==> src/rtl/pkt_page_mmu.sv <==
module pkt_page_mmu #(
  parameter int NPAGE = 4,
  parameter int PW    = $clog2(NPAGE),
  parameter int CW    = $clog2(NPAGE + 1)
) (
  input  logic          clk,
  input  logic          rst_n,
  input  logic          cmd_valid,
  input  logic [7:0]    cmd_byte,
  input  logic [PW-1:0] pkt_sel,
  input  logic          tx_enable,
  input  logic          auto_release,
  output logic          tx_req,
  output logic [PW-1:0] tx_page,
  input  logic          tx_done,
  input  logic          done_pop,
  output logic [7:0]    done_head,
  input  logic          rx_req,
  output logic          rx_grant,
  output logic [PW-1:0] rx_page,
  output logic [7:0]    rx_head,
  output logic [7:0]    alloc_result,
  output logic          alloc_irq,
  output logic [7:0]    mem_size,
  output logic [CW-1:0] used_count
);
  localparam int QTX = 0, QDN = 1, QRX = 2;
  localparam logic [7:0] FAIL_CODE = 8'h80;

  logic [NPAGE-1:0] bitmap, bm_next, rel, m1;
  logic [7:0]       res_next;
  logic             irq_next, want_alloc, alloc_ok, tx_go;
  logic [PW-1:0]    alloc_pg;

  logic [PW-1:0] q_mem [3][NPAGE];
  logic [PW-1:0] q_hd  [3];
  logic [CW-1:0] q_cnt [3];
  logic [PW-1:0] q_din [3];
  logic [2:0]    q_push, q_pop, q_clr;

  function automatic logic [PW-1:0] first_free(input logic [NPAGE-1:0] m);
    first_free = '0;
    for (int i = NPAGE - 1; i >= 0; i--)
      if (!m[i]) first_free = PW'(i);
  endfunction

  function automatic logic [CW-1:0] pop_count(input logic [NPAGE-1:0] m);
    pop_count = '0;
    for (int i = 0; i < NPAGE; i++)
      pop_count = pop_count + CW'(m[i]);
  endfunction

  wire [2:0] code     = cmd_byte[7:5];
  wire       c_alloc  = cmd_valid && code == 3'd1;
  wire       c_reset  = cmd_valid && code == 3'd2;
  wire       c_rxpop  = cmd_valid && code == 3'd3;
  wire       c_rxfree = cmd_valid && code == 3'd4;
  wire       c_rel    = cmd_valid && code == 3'd5;
  wire       c_enq    = cmd_valid && code == 3'd6;
  wire       c_txclr  = cmd_valid && code == 3'd7;
  wire       pending  = alloc_result[7];

  assign used_count = pop_count(bitmap);
  assign mem_size   = 8'(NPAGE);
  assign tx_req     = tx_enable && q_cnt[QTX] != '0;
  assign tx_page    = q_mem[QTX][q_hd[QTX]];
  assign tx_go      = tx_done && tx_req;
  assign rx_page    = first_free(bitmap);
  assign rx_grant   = rx_req && !cmd_valid && !(&bitmap);
  assign rx_head    = q_cnt[QRX] == '0 ? FAIL_CODE : 8'(q_mem[QRX][q_hd[QRX]]);
  assign done_head  = q_cnt[QDN] == '0 ? FAIL_CODE : 8'(q_mem[QDN][q_hd[QDN]]);

  always_comb begin
    rel = '0;
    if (c_rel) rel[pkt_sel] = 1'b1;
    if (c_rxfree && q_cnt[QRX] != '0) rel[q_mem[QRX][q_hd[QRX]]] = 1'b1;
    if (tx_go && auto_release) rel[tx_page] = 1'b1;
    m1 = bitmap & ~rel;
    if (rx_grant) m1[rx_page] = 1'b1;
    want_alloc = c_alloc || (pending && |rel);
    alloc_ok   = want_alloc && !(&m1);
    alloc_pg   = first_free(m1);
    bm_next    = m1;
    if (alloc_ok) bm_next[alloc_pg] = 1'b1;
    res_next = alloc_result;
    irq_next = alloc_irq;
    if (c_alloc) begin
      res_next = FAIL_CODE;
      irq_next = 1'b0;
    end
    if (alloc_ok) begin
      res_next = 8'(alloc_pg);
      irq_next = 1'b1;
    end
    if (c_reset) begin
      bm_next  = '0;
      res_next = '0;
    end
  end

  always_comb begin
    q_push[QTX] = c_enq && q_cnt[QTX] != CW'(NPAGE);
    q_din[QTX]  = pkt_sel;
    q_pop[QTX]  = tx_go;
    q_clr[QTX]  = c_reset || c_txclr;
    q_push[QDN] = tx_go && !auto_release && q_cnt[QDN] != CW'(NPAGE);
    q_din[QDN]  = tx_page;
    q_pop[QDN]  = done_pop && q_cnt[QDN] != '0;
    q_clr[QDN]  = c_reset || c_txclr;
    q_push[QRX] = rx_grant;
    q_din[QRX]  = rx_page;
    q_pop[QRX]  = (c_rxpop || c_rxfree) && q_cnt[QRX] != '0;
    q_clr[QRX]  = c_reset;
  end

  always_ff @(posedge clk or negedge rst_n) begin
    if (!rst_n) begin
      bitmap       <= '0;
      alloc_result <= '0;
      alloc_irq    <= 1'b0;
    end else begin
      bitmap       <= bm_next;
      alloc_result <= res_next;
      alloc_irq    <= irq_next;
    end
  end

  always_ff @(posedge clk or negedge rst_n) begin
    if (!rst_n) begin
      for (int q = 0; q < 3; q++) begin
        q_hd[q]  <= '0;
        q_cnt[q] <= '0;
        for (int e = 0; e < NPAGE; e++) q_mem[q][e] <= '0;
      end
    end else begin
      for (int q = 0; q < 3; q++) begin
        if (q_clr[q]) begin
          q_hd[q]  <= '0;
          q_cnt[q] <= '0;
        end else begin
          if (q_push[q])
            q_mem[q][PW'((32'(q_hd[q]) + 32'(q_cnt[q])) % NPAGE)] <= q_din[q];
          if (q_pop[q])
            q_hd[q] <= (q_hd[q] == PW'(NPAGE - 1)) ? '0 : q_hd[q] + PW'(1);
          q_cnt[q] <= q_cnt[q] + CW'(q_push[q]) - CW'(q_pop[q]);
        end
      end
    end
  end

  assert_alloc_ok_R2: assert property (@(posedge clk) disable iff (!rst_n)
    c_alloc && used_count < CW'(NPAGE) |=> !alloc_result[7] && alloc_irq);
  assert_alloc_full_R2: assert property (@(posedge clk) disable iff (!rst_n)
    c_alloc && used_count == CW'(NPAGE) && !tx_go |=> alloc_result == FAIL_CODE && !alloc_irq);
  assert_retry_R3: assert property (@(posedge clk) disable iff (!rst_n)
    c_rel && pending && bitmap[pkt_sel] |=> !alloc_result[7] && alloc_irq);
  assert_mmu_reset_R4: assert property (@(posedge clk) disable iff (!rst_n)
    c_reset |=> used_count == '0 && rx_head == FAIL_CODE && done_head == FAIL_CODE);
  assert_tx_gate_R8: assert property (@(posedge clk) disable iff (!rst_n)
    !tx_enable |-> !tx_req);
  assert_rx_accept_R10: assert property (@(posedge clk) disable iff (!rst_n)
    rx_req && !cmd_valid && used_count < CW'(NPAGE) |-> rx_grant);
  assert_used_bound_R11: assert property (@(posedge clk) disable iff (!rst_n)
    used_count <= CW'(NPAGE));
endmodule

==> config.mk <==
export PLATFORM = sky130hd
export DESIGN_NAME = pkt_page_mmu
export DESIGN_NICKNAME = d
export VERILOG_FILES = /design/src/rtl/pkt_page_mmu.sv
export SDC_FILE = /design/constraint.sdc
export NUM_CORES = 1
export LEC_CHECK = 0
export BUFFER_PORTS_ARGS = -buffer_cell sky130_fd_sc_hd__buf_2
export CAP_MARGIN = 0
export CORE_UTILIZATION = 25
export CTS_CLUSTER_DIAMETER = 60
export DETAILED_ROUTE_END_ITERATION = 7
export SETUP_SLACK_MARGIN = 0.4
export SLEW_MARGIN = 0
export SYNTH_ARGS = -nofsm -noshare
export SYNTH_HDL_FRONTEND = slang
export SYNTH_SLANG_ARGS = --single-unit
==> constraint.sdc <==
create_clock -name clk -period 3.8 [get_ports clk]
set_input_delay 0.57 -clock clk [delete_from_list [all_inputs] [get_ports clk]]
set_output_delay 0.57 -clock clk [all_outputs]
set_load 0.005 [all_outputs]
==> run summary <==
status: finished clean
Clock Latency Late Sink: 290 ps
pre-CTS WS: 1160 ps
Synth Instances: 288
Pwr Density: 792 mW/mm^2
gr usage total: 10.6%
DR WL/cell: 13.3 um
final slew viol count: 0
first drt pass iteration count: 4
chip height: 113 um
CP required: 3980 ps
gp weighted congestion: 0.805
Antenna diodes: 0
most frequent cell after synthesis: dfrtp_1
synth top area cells: dfrtp_1 (38%), mux2_2 (8.1%), ha_1 (6.1%), buf_4 (5.6%), mux4_2 (4.4%)
number of synthesized register bits: 47
Fin. Hold Viols: 0
Clk network pwr share: 17.0%
Lkg Pwr: 1.59 nW
sequential area share after synthesis: 38.3%
post-route ant nets: 0
post-synth cell types: 51
Psw: 1.08 mW
PostCTS Resize Cnt: 0
Iteration-0 DRC Markers: 77
Max stage delay on crit path: 500 ps
initial antenna violation count: 1
RSZ-0062 raised after global routing: false
wire length on met1: 3.11 mm
Starting Density: 25.5%
CTS Buf Count: 5
met3 WL: 282 um
Congestion Overflow GR: 0
FFs w/ async S/R, synth: 100%
fillcell total: 1,235
drt drc: 0
logic gate share of total power: 48.2%
Synth warnings: 0
Setup Viol. Count Final: 0
slew margin rel.: 29.0%
post-DP HPWL: 4.79 mm
Main synth FF type: dfrtp_1
Max-Cap Viols: 0
via/cell ratio: 4.50
CP Class: reg2reg
Cell Rows: 40
largest net degree at the start of global routing: 48
worst path bufs/invs: 2
fin area: 0.00345 mm^2
crit-path leading delay family: adder cells
CP max stage cell: o311ai_4
Util after Layout: 28.7%
Tcrit/Tclk final: 68.5%
total power: 2.74 mW
number of synthesized flops with an enable pin: 0
Flop pwr share: 34.8%
VDD IR max: 352 uV
CTS tree: yes
min Tclk post-route: 2600 ps
io pins: 60
Synth-to-Final Area Change: 12.6%
area post-placement: 0.00329 mm^2
final worst slack: 1200 ps
CP Launch Type: register
Reg clk slew, reported paths: 60 ps
Die ar.: 0.0127 mm^2
top cell type's share of synthesized area: 38.3%
# Post-CTS Setup Buffers: 0
PortBufs: 31
core area: 0.0120 mm^2
via count: 2,110
setup_tns: 0 ps
critical-path cell list: o311ai_4 > inv_1 > ha_1 > inv_1 > ha_1 > fa_1 > xnor2_1 > xnor2_1 > nor2_1
crit path DAT: 2780 ps
vias in the first global route: 2,023
most frequent cells after synthesis: dfrtp_1 (47), buf_4 (23), inv_1 (23), nor2_1 (23), mux2_2 (22)
Die Width: 113 um
Clock Root Buffer: clkbuf_16
Sw Ratio: 39.5%
met2 wire len: 2.76 mm
# hold bufs at CTS: 0
first-pass GRT wire length: 10.5 mm
CTS Buffer Depth: 2
CP max FO: 7
cell area after synthesis: 0.00307 mm^2
actual slew at the worst max-slew pin: 1060 ps
P_int: 1.65 mW
layout cells sized above 1: 24.5%
clock skew: 2.69 ps
top layer in use: met4
CP endpoint kind: register
Routed WL: 6.22 mm
Max Fclk: 0.384 GHz
CTS sink count: 47
Syn Area/Cell: 10.7 um^2
htree depth: 2
nets: 358
cell taking the most area after synthesis: dfrtp_1
Min-Delay Path Class: in2async
[layout by cell type (no fill, tap or decap), drive strengths merged, types with 10 or more instances in the layout]
| master | n |
|---|---|
| xnor2 | 15 |
| nor3 | 13 |
| nor2b | 10 |
| dfrtp | 47 |
| ha | 15 |
| mux2 | 22 |
| buf | 33 |
| inv | 23 |
| conb | 23 |
| nor2 | 23 |
| nand2 | 15 |
[area by class of cell]
cell class | count | area (um^2) | area share (%)
sequential | 47 | 1180 | 34.1
clock inverter | 1 | 7.51 | 0.217
inverter | 23 | 86.3 | 2.50
timing repair buffer | 33 | 170 | 4.93
multi-input combinational | 211 | 1680 | 48.6
tap | 147 | 184 | 5.33
clock buffer | 7 | 153 | 4.42
[worst paths after layout]
kind                       slack, ps                  start  depth (start not counted)                     to
setup / recovery                1200     q_cnt[7]$_DFF_PN0_                          9     q_cnt[8]$_DFF_PN0_
hold / removal                   470                  rst_n                          1     q_cnt[7]$_DFF_PN0_
setup reg to reg                1200     q_cnt[7]$_DFF_PN0_                          9     q_cnt[8]$_DFF_PN0_
hold reg to reg                  490  q_mem[21]$_DFFE_PN0P_                          2  q_mem[21]$_DFFE_PN0P_
max in group asynchronous       2660                  rst_n                          1    bitmap[2]$_DFF_PN0_
min in group clk                 490  q_mem[21]$_DFFE_PN0P_                          2  q_mem[21]$_DFFE_PN0P_
[flip-flops by register name (all words and copies together) (netlist names)]
signal / cells
alloc_irq: 1
alloc_result: 3
q_mem: 24
q_cnt: 9
q_hd: 6
bitmap: 4
[per-stage QoR]
step           hold WS [ps]  instances
2_1_floorplan           274        309
6_report                472        469
3_5_place_dp            476        461
4_1_cts                 490        469
3_3_place_gp            460        461
5_1_grt                 517        469
[power groups by stage]
stage	Sequential (mW)	Combinational [mW]	Clock (mW)
global placement	0.949	1.29	0
finish	0.951	1.32	0.466
floorplan	0.884	1.04	0
global route	0.988	1.51	0.497
CTS	0.954	1.33	0.478
detailed placement	0.963	1.33	0
[kinds of logic (layout without fill, tap and decap cells)]
| logic type | count (synthesis) | in the layout | share of synthesized area (%) |
|---|---|---|---|
| simple gates | 90 | 90 | 15.5 |
| buf+inv | 51 | 64 | 9.58 |
| flops | 47 | 47 | 38.3 |
| compound gates | 32 | 32 | 9.54 |
| mux | 31 | 31 | 13.5 |
| fa+ha+maj | 19 | 19 | 8.73 |
| xor+xnor | 16 | 16 | 4.57 |
| other cells | 2 | 23 | 0.245 |
[routing by layer]
layer,vias up,track usage (%)
met2,57,16.5
met4,0,3.47
met3,8,2.84
met5,-,0
met1,1018,14.1
li1,1027,-
[worst register-to-register path, delay by kind of cell, from the launching register on]
kind            cells  cell delay, ps
xor+xnor            2             300
fa+ha+maj           3             900
buf+inv             2             260
compound gates      1             500
flops               1             470
simple gates        1              60
Power figures use the tool's default switching activity.
